`config.mk`:
```
export PLATFORM = sky130hd
export DESIGN_NAME = mem_select_decoder
export DESIGN_NICKNAME = d
export VERILOG_FILES = /design/src/rtl/mcs_pkg.sv /design/src/rtl/mcs_ctl_regs.sv /design/src/rtl/mcs_region_decode.sv /design/src/rtl/mem_select_decoder.sv
export SDC_FILE = /design/constraint.sdc
export NUM_CORES = 1
export LEC_CHECK = 0
export ABC_CLOCK_PERIOD_IN_PS = 1700
export BUFFER_PORTS_ARGS = -buffer_cell sky130_fd_sc_hd__buf_2
export CAP_MARGIN = 20
export CORE_ASPECT_RATIO = 1.2
export CORE_MARGIN = 2
export CORE_UTILIZATION = 35
export DETAILED_ROUTE_END_ITERATION = 10
export PLACE_DENSITY = 0.75
export SLEW_MARGIN = 30
export SYNTH_ARGS = -nofsm -noshare
export SYNTH_HDL_FRONTEND = slang
export SYNTH_SLANG_ARGS = --single-unit
```
`constraint.sdc`:
```
create_clock -name clk -period 1.7 [get_ports clk]
set_input_delay 0.34 -clock clk [delete_from_list [all_inputs] [get_ports clk]]
set_output_delay 0.34 -clock clk [all_outputs]
set_load 0.05 [all_outputs]
```
`src/rtl/mcs_pkg.sv`:
```
package mcs_pkg;

    localparam int ADDR_W     = 24;
    localparam int DATA_W     = 8;
    localparam int NUM_CS     = 11;
    localparam int NUM_REGION = 12;
    localparam int ROM_OFS_W  = 19;

    // chip-select bit positions
    localparam int CS_CPU_SRAM  = 0;
    localparam int CS_MASK_ROM  = 1;
    localparam int CS_BRD_SRAM  = 2;
    localparam int CS_EXP_RAM   = 3;
    localparam int CS_FLASH     = 4;
    localparam int CS_CART_ROM  = 5;
    localparam int CS_EXP_ROM   = 6;
    localparam int CS_VIDEO_IO  = 7;
    localparam int CS_PERIPH_IO = 8;
    localparam int CS_CLOCK_IO  = 9;
    localparam int CS_EXP_WIN   = 10;

    // region indices
    localparam int RG_LOWRAM = 0;
    localparam int RG_WORK   = 1;
    localparam int RG_ROMLO  = 2;
    localparam int RG_VIDEO  = 3;
    localparam int RG_PERIPH = 4;
    localparam int RG_CLOCK  = 5;
    localparam int RG_TOP    = 6;
    localparam int RG_BANKS  = 7;
    localparam int RG_XRAM   = 8;
    localparam int RG_XWIN   = 9;
    localparam int RG_FLASH  = 10;
    localparam int RG_XROM   = 11;

    localparam logic [ADDR_W-1:0] MAP_REG_ADDR   = 24'h00DF27;
    localparam logic [ADDR_W-1:0] BOOT_REG_ADDR  = 24'h00DF40;
    localparam logic [ADDR_W-1:0] SPEED_REG_ADDR = 24'h00DF41;

    typedef struct packed {
        logic [DATA_W-1:0] map;
        logic [DATA_W-1:0] boot;
        logic [DATA_W-1:0] speed;
    } ctl_regs_t;

    function automatic logic [ADDR_W-1:0] region_lo(input int idx);
        case (idx)
            0:       return 24'h000000;
            1:       return 24'h000200;
            2:       return 24'h008000;
            3:       return 24'h00DF00;
            4:       return 24'h00DF20;
            5:       return 24'h00DFC0;
            6:       return 24'h00E000;
            7:       return 24'h010000;
            8:       return 24'h200000;
            9:       return 24'h400000;
            10:      return 24'hC00000;
            default: return 24'hC80000;
        endcase
    endfunction

    function automatic logic [ADDR_W-1:0] region_hi(input int idx);
        case (idx)
            0:       return 24'h0001FF;
            1:       return 24'h007FFF;
            2:       return 24'h00DEFF;
            3:       return 24'h00DF1F;
            4:       return 24'h00DFBF;
            5:       return 24'h00DFFF;
            6:       return 24'h00FFFF;
            7:       return 24'h19FFFF;
            8:       return 24'h3FFFFF;
            9:       return 24'hBFFFFF;
            10:      return 24'hC7FFFF;
            default: return 24'hFFFFFF;
        endcase
    endfunction

endpackage

```
`src/rtl/mcs_ctl_regs.sv`:
```
module mcs_ctl_regs
    import mcs_pkg::*;
#(
    parameter int AW = ADDR_W,
    parameter int DW = DATA_W
) (
    input  logic          clk,
    input  logic          rst_n,
    input  logic          bus_en,
    input  logic          bus_we,
    input  logic [AW-1:0] bus_addr,
    input  logic [DW-1:0] bus_wdata,
    output ctl_regs_t     regs
);

    ctl_regs_t regs_d, regs_q;
    logic      wr_cycle;

    always_comb begin
        wr_cycle = bus_en && bus_we;
        regs_d   = regs_q;
        if (wr_cycle && bus_addr == MAP_REG_ADDR)   regs_d.map   = bus_wdata;
        if (wr_cycle && bus_addr == BOOT_REG_ADDR)  regs_d.boot  = bus_wdata;
        if (wr_cycle && bus_addr == SPEED_REG_ADDR) regs_d.speed = bus_wdata;
    end

    always_ff @(posedge clk) begin
        if (!rst_n) regs_q <= '0;
        else        regs_q <= regs_d;
    end

    assign regs = regs_q;

    assert_reset_clear_R1: assert property (@(posedge clk)
        $rose(rst_n) |-> (regs_q == '0));

    assert_map_write_R11: assert property (@(posedge clk) disable iff (!rst_n)
        (bus_en && bus_we && bus_addr == MAP_REG_ADDR) |=> (regs_q.map == $past(bus_wdata)));

    assert_hold_on_read_R11: assert property (@(posedge clk) disable iff (!rst_n)
        !(bus_en && bus_we) |=> $stable(regs_q));

endmodule

```
`src/rtl/mcs_region_decode.sv`:
```
module mcs_region_decode
    import mcs_pkg::*;
#(
    parameter int AW = ADDR_W,
    parameter int NR = NUM_REGION
) (
    input  logic [AW-1:0] bus_addr,
    output logic [NR-1:0] hit
);

    for (genvar r = 0; r < NR; r++) begin : g_region
        assign hit[r] = (bus_addr >= region_lo(r)) && (bus_addr <= region_hi(r));
    end

    always_comb begin
        assert_region_disjoint_R2: assert ($onehot0(hit));
    end

endmodule

```
`src/rtl/mem_select_decoder.sv`:
```
module mem_select_decoder
    import mcs_pkg::*;
#(
    parameter int AW = ADDR_W,
    parameter int DW = DATA_W,
    parameter int CW = NUM_CS,
    parameter int OW = ROM_OFS_W
) (
    input  logic          clk,
    input  logic          rst_n,
    input  logic          bus_en,
    input  logic          bus_we,
    input  logic [AW-1:0] bus_addr,
    input  logic [DW-1:0] bus_wdata,
    input  logic          cart_absent,
    output logic [CW-1:0] chip_sel,
    output logic          none_sel,
    output logic [OW-1:0] rom_ofs
);

    localparam int NR = NUM_REGION;
    localparam logic [CW-1:0] ROM_SET = (CW'(1) << CS_MASK_ROM) | (CW'(1) << CS_FLASH)
                                      | (CW'(1) << CS_CART_ROM) | (CW'(1) << CS_EXP_ROM);

    ctl_regs_t        regs;
    logic [NR-1:0]    hit;
    logic [CW-1:0]    sel;
    logic             m_lock, m_rom, m_ram, m_xwin, m_high, boot_ext, spd_brd;
    logic             split_wr;
    logic             unused_ctl_bits;

    mcs_ctl_regs #(.AW(AW), .DW(DW)) u_regs (
        .clk       (clk),
        .rst_n     (rst_n),
        .bus_en    (bus_en),
        .bus_we    (bus_we),
        .bus_addr  (bus_addr),
        .bus_wdata (bus_wdata),
        .regs      (regs)
    );

    mcs_region_decode #(.AW(AW), .NR(NR)) u_decode (
        .bus_addr (bus_addr),
        .hit      (hit)
    );

    assign m_lock   = regs.map[3];
    assign m_rom    = regs.map[4];
    assign m_ram    = regs.map[5];
    assign m_xwin   = regs.map[6];
    assign m_high   = regs.map[7];
    assign boot_ext = regs.boot[7];
    assign spd_brd  = regs.speed[2];
    assign unused_ctl_bits = ^{regs.map[2:0], regs.boot[6:0], regs.speed[7:3], regs.speed[1:0]};

    always_comb begin
        sel      = '0;
        split_wr = m_rom && m_ram && bus_we;
        if (bus_en) begin
            if (hit[RG_LOWRAM])
                sel[spd_brd ? CS_BRD_SRAM : CS_CPU_SRAM] = 1'b1;
            if (hit[RG_WORK] && m_ram && !m_lock)
                sel[CS_BRD_SRAM] = 1'b1;
            if (hit[RG_ROMLO] && m_rom) begin
                if (split_wr)         sel[CS_BRD_SRAM] = 1'b1;
                else if (cart_absent) sel[CS_FLASH]    = 1'b1;
                else                  sel[CS_CART_ROM] = 1'b1;
            end
            if (hit[RG_VIDEO])  sel[CS_VIDEO_IO]  = 1'b1;
            if (hit[RG_PERIPH]) sel[CS_PERIPH_IO] = 1'b1;
            if (hit[RG_CLOCK])  sel[CS_CLOCK_IO]  = 1'b1;
            if (hit[RG_TOP]) begin
                if (!boot_ext)     sel[CS_MASK_ROM] = 1'b1;
                else if (m_rom)    sel[split_wr ? CS_BRD_SRAM : CS_FLASH] = 1'b1;
                else if (m_ram)    sel[CS_BRD_SRAM] = 1'b1;
            end
            if (hit[RG_BANKS] && m_ram)  sel[CS_BRD_SRAM] = 1'b1;
            if (hit[RG_XRAM]  && m_ram)  sel[CS_EXP_RAM]  = 1'b1;
            if (hit[RG_XWIN]  && m_xwin) sel[CS_EXP_WIN]  = 1'b1;
            if (hit[RG_FLASH] && m_high) sel[CS_FLASH]    = 1'b1;
            if (hit[RG_XROM]  && m_high) sel[CS_EXP_ROM]  = 1'b1;
        end
    end

    assign chip_sel = sel;
    assign none_sel = bus_en && (sel == '0);
    assign rom_ofs  = ((sel & ROM_SET) != '0) ? bus_addr[OW-1:0] : '0;

    assert_sel_onehot_R2: assert property (@(posedge clk) disable iff (!rst_n)
        $onehot0(chip_sel));

    assert_idle_quiet_R2: assert property (@(posedge clk) disable iff (!rst_n)
        !bus_en |-> (chip_sel == '0 && !none_sel));

    assert_video_fixed_R6: assert property (@(posedge clk) disable iff (!rst_n)
        (bus_en && bus_addr >= 24'h00DF00 && bus_addr <= 24'h00DF1F) |-> chip_sel[CS_VIDEO_IO]);

    assert_split_write_R9: assert property (@(posedge clk) disable iff (!rst_n)
        (bus_en && bus_we && hit[RG_ROMLO] && regs.map[5:4] == 2'b11) |-> chip_sel[CS_BRD_SRAM]);

    assert_flash_offset_R10: assert property (@(posedge clk) disable iff (!rst_n)
        (bus_en && chip_sel[CS_FLASH]) |-> (rom_ofs == bus_addr[OW-1:0]));

endmodule

```
==> impl_metrics.toml, run 1 <==
[run_status]
status = "stopped before the end"
haltStage = "5_1_grt"
error_line = "[ERROR GRT-0232] Routing congestion too high. Check the congestion heatmap in the GUI."

[global_routing]
overflow = 67
grt_usage = 0.7505
grt_start_max_net_pins = 19

[clocking]
cts.sinks = 7
cts_hold_buf = 0
cts_made_buffers = 3
cts_buffer_depth = 2
cts-root-buf = "clkbuf_4"
cts-htree-levels = 1

[placement]
dpl.hpwl_um = 2718
placed_cell_area_mm2 = 0.001685
dp.cells = 241
port-buffer-count = 65
place_ws_ps = -648.6
gp_congestion = 0.8436

[floorplan]
dieHeight_um = 58.64
initial_core_util = 0.3738
die_w_um = 49.54
rows = 19
io-pin-count = 68

[synth]
ys.warnings.count = 0
syn-num-nets = 152
synthCells = 115
syn_area_per_cell_um2 = 7.572
syn_area_um2 = 870.8
yosysUniqueCellTypes = 42
seq_area_frac_synth = 0.1609
synth-seq-cells = 7

[sta]
crit_endpoint = "rom_ofs[9]"
endpoint_type = "primary output"
==> cells in the mapped netlist (all sizes together) <==
cell type / number / area [µm²]
and3b: 1 / 8.760
and3: 19 / 126.4
mux2i: 5 / 50.05
nand2: 8 / 30.03
nand3: 8 / 40.04
xor2: 1 / 8.760
and4b: 1 / 10.01
o2bb2ai: 1 / 8.760
dfxtp: 7 / 140.1
nand4: 7 / 50.05
a2111oi: 1 / 15.01
a21boi: 3 / 26.28
nor2b: 7 / 43.79
or2: 1 / 6.260
nand2b: 2 / 12.51
a211oi: 1 / 7.510
o21ai: 5 / 36.29
nand4bb: 1 / 11.26
a31oi: 1 / 6.260
clkbuf: 3 / 11.26
nor3: 7 / 40.04
and2: 4 / 25.02
a22oi: 1 / 7.510
and4: 2 / 18.77
buf: 1 / 11.26
and2b: 1 / 7.510
nor4: 2 / 18.77
nor3b: 2 / 15.01
o22a: 1 / 10.01
a32oi: 1 / 8.760
nor4b: 2 / 23.77
nand4b: 1 / 8.760
nor2: 7 / 26.28
==> logic make-up after synthesis <==
kind of cell    Yosys count  share of synthesized area
compound gates           15                     0.1451
xor+xnor                  1                    0.01006
flops                     7                     0.1609
mux                       5                    0.05747
buf+inv                   4                    0.02586
simple gates             83                     0.6006
==> stage by stage <==
stage               utilization  TNS, ps
floorplan                     -    -2739
global placement         0.7234   -12380
detailed placement       0.7234   -14090
CTS                      0.9227   -10100
==> routing by layer <==
layer	GRT overflow	track usage
met1	0	0.7230
met2	37	0.9829
met3	0	0.4949
met4	30	0.8968
met5	0	0
==> what timing repair did <==
action	in CTS
setup endpoints to repair	29
gates cloned	1
pin swaps	21
resized for setup	106
setup buffers	7
==> inputs of run 2 (changes only) <==
Settings changed: ABC_CLOCK_PERIOD_IN_PS 1700 to 2200, CORE_AREA set to 2 2 63 65, CORE_ASPECT_RATIO 1.2 to not set, CORE_MARGIN 2 to not set, CORE_UTILIZATION 35 to not set, DIE_AREA set to 0 0 65 67, PLACE_DENSITY 0.75 to not set, PLACE_DENSITY_LB_ADDON set to 0.15.
Clock period 1.7 ns to 2.2 ns, I/O delays scaled along.
==> impl_metrics.toml, run 2 <==
[synth]
synth_common_cells = "13 x and3_1, 8 x nand2_1, 8 x nand3_1"
synth_edf_count = 0
syn-num-nets = 152
synth.area.top_cells = "dfxtp_1 16%, and3_1 9.3%, mux2i_1 5.7%"
seq_area_frac_synth = 0.1609
synthCells = 115
synth_largest_area_cell = "dfxtp_1"
syn_area_per_cell_um2 = 7.572
synth_top_area_share = 0.1609
yosysUniqueCellTypes = 42
synthArstFlopShare = 0
yosysMostFrequentCell = "and3_1"
ys.warnings.count = 0
synth-seq-cells = 7
synth_ff_type = "dfxtp_1"
syn_area_um2 = 870.8

[floorplan]
core_mm2 = 0.003606
rows = 22
initial_core_util = 0.2415
io-pin-count = 68
dieArea_mm2 = 0.004355
die_w_um = 65
dieHeight_um = 67

[placement]
gp_congestion = 0.9223
port-buffer-count = 65
dpl.hpwl_um = 2700
placed_cell_area_mm2 = 0.001543

[worst_setup_path]
critPathMaxFanout = 8
arrival_ps = 1890
r2r_end = "u_regs.regs[20]"
cp_slowest_cell = "o22a_2"
critical_path_depth = 9
cp_num_buf_inv = 4
worstSetupEndpoint = "rom_ofs[11]"
slowest_delay_ps = 270
ff2ff_path_depth = 4
r2r-start = "u_regs.regs[20]"
critPathCaptureType = "primary output"
r2r_setup_slack_ps = 1350
cpMostUsedCell = "buf_6"
required_ps = 1760
critPathKind = "in2out"
crit_path_cell_trace = "buf_6, buf_4, nand4b_1, nor2_2, o22a_2, o21ai_4, clkbuf_16, and3_1, buf_6"
critPathLaunch = "bus_addr[14]"
critical_path.top_delay_family = "buffers and inverters"
start_kind = "input port"

[global_routing]
grt_pass1_vias = 1209
grt_usage = 0.1518
antenna_found_initial = 0
overflow = 0
grt_start_max_net_pins = 17
grt_pass1_wl_um = 5195

[sta]
fin_crit_ps = 2330
setup_violations = 18
rsz0062_at_grt = "true"
tightest_slew_ps = 504.4
hold_violations = 0
fmax_mhz = 429.2
skew_ps = 0
slew_headroom = 0.6606
worst_slack_ps = -129.8
report.final.slew_viol_count = 0
period_share = 1.059
hold_ws_ps = 458.3

[clocking]
cts_hold_buf = 0
cts_made_buffers = 3
cts-htree-levels = 1
cts_tree = "done"
cts.sinks = 7
cts-root-buf = "clkbuf_8"
cts_buffer_depth = 2
clk_latency_ps = 230
clkTransAtPathRegs_ps = 40

[power]
power_frac_seq = 0.285
p_comb_frac = 0.300
p_leak_nw = 0.9239
p_sw_uw = 126.8
p_per_area_mw_per_mm2 = 223.4
power_uw = 447.3
p_clk_frac = 0.415
switching_share = 0.2835
vdd_ir_drop_max_mv = 0.2645
p_int_uw = 320.5

[routing]
wl_per_cell_um = 13.59
viasPerCell = 4.838
antenna_left = 0
drtPass1Iterations = 4
wl_met1_um = 1555
dr_wl_met2_um = 1833
dr.first_iter.drc_count = 41
drc_errors = 0
via_count = 1282
wl_met3_um = 158
highest_layer = "met4"
wl_um = 3601

[cells_and_area]
final_common_cell = "buf_2"
drive_gt1_frac = 0.6912
fin_area_mm2 = 0.002002
mostFrequentLayoutCells = "41 x buf_2, 36 x buf_4, 16 x and3_4, 16 x buf_8, 7 x nand3_1"
area_growth_pct = 129.9
largest_register_ffs = 7
nets = 255
diodes = 0
fillers = 331

[job]
drv_cap = 0

[min_path]
hold_path_class = "in2reg"

[run_status]
status = "finished, violations left"
violations = "negative setup slack"
==> run 2: cell counts after synthesis <==
No cell type changed its count.
==> run 2: area by class of cell <==
class	count	area, µm²	share of cell area
Timing Repair Buffer	102	835.8	0.4175
Sequential cell	7	141.4	0.07063
Clock buffer	4	45.04	0.02250
Tap cell	48	60.06	0.03000
Multi-Input combinational cell	104	919.6	0.4594
==> run 2: worst min-delay path by stage <==
stage                     depth (start not counted)               to  slack, ps           start
final                                             3  u_regs.regs[15]        460    bus_wdata[7]
after floorplan                                   2   u_regs.regs[2]        460  u_regs.regs[2]
after global placement                            2   u_regs.regs[2]        480  u_regs.regs[2]
after CTS                                         3  u_regs.regs[15]        460    bus_wdata[7]
after global routing                              3   u_regs.regs[2]        470    bus_wdata[2]
after detailed placement                          2   u_regs.regs[2]        500  u_regs.regs[2]
==> run 2: metal layers <==
layer	track usage	vias up
li1	-	649
met1	0.1909	582
met4	0.06117	0
met5	0	-
met3	0.006757	4
met2	0.2706	47
==> run 2: worst reg2reg max path: stages (launching register included) <==
cell     delay [ps]
dfxtp_2         310
buf_4           130
buf_4           120
mux2i_1         120
nor2b_1          60
==> run 2: power by group through the flow <==
| stage | Clock, mW | Sequential (mW) | Combinational, mW |
|---|---|---|---|
| 2_1_floorplan | 0 | 0.130 | 0.0344 |
| 3_3_place_gp | 0 | 0.130 | 0.111 |
| 3_5_place_dp | 0 | 0.130 | 0.114 |
| 4_1_cts | 0.190 | 0.127 | 0.126 |
| 6_report | 0.186 | 0.127 | 0.134 |
| 5_1_grt | 0.197 | 0.127 | 0.145 |
==> run 2: timing repair <==
| item | CTS | global route |
|---|---|---|
| setup buffers | 2 | 2 |
| hold endpoints to repair | 0 | 0 |
| resized for setup | 55 | 40 |
| setup endpoints to repair | 24 | 26 |
| pin swaps | 6 | 11 |
| cloned | 0 | 1 |
==> run 2: stage by stage <==
stage                 util  std cells  setup TNS, ps  setup slack [ps]
floorplan                -        115         -433.2            -407.2
global placement    0.4278        256          -4333            -341.2
detailed placement  0.4278        256          -4421            -347.4
CTS                 0.4986        262          -1307            -145.2
global route        0.5552        265          -2533            -206.8
finish              0.5552        265          -1696            -129.8
==> run 2: cells by family after synthesis <==
kind of cell	after synthesis	synth area share
compound gates	15	0.1451
xor+xnor	1	0.01006
buf+inv	4	0.02586
flops	7	0.1609
mux	5	0.05747
simple gates	83	0.6006
Power figures use the tool's default switching activity.
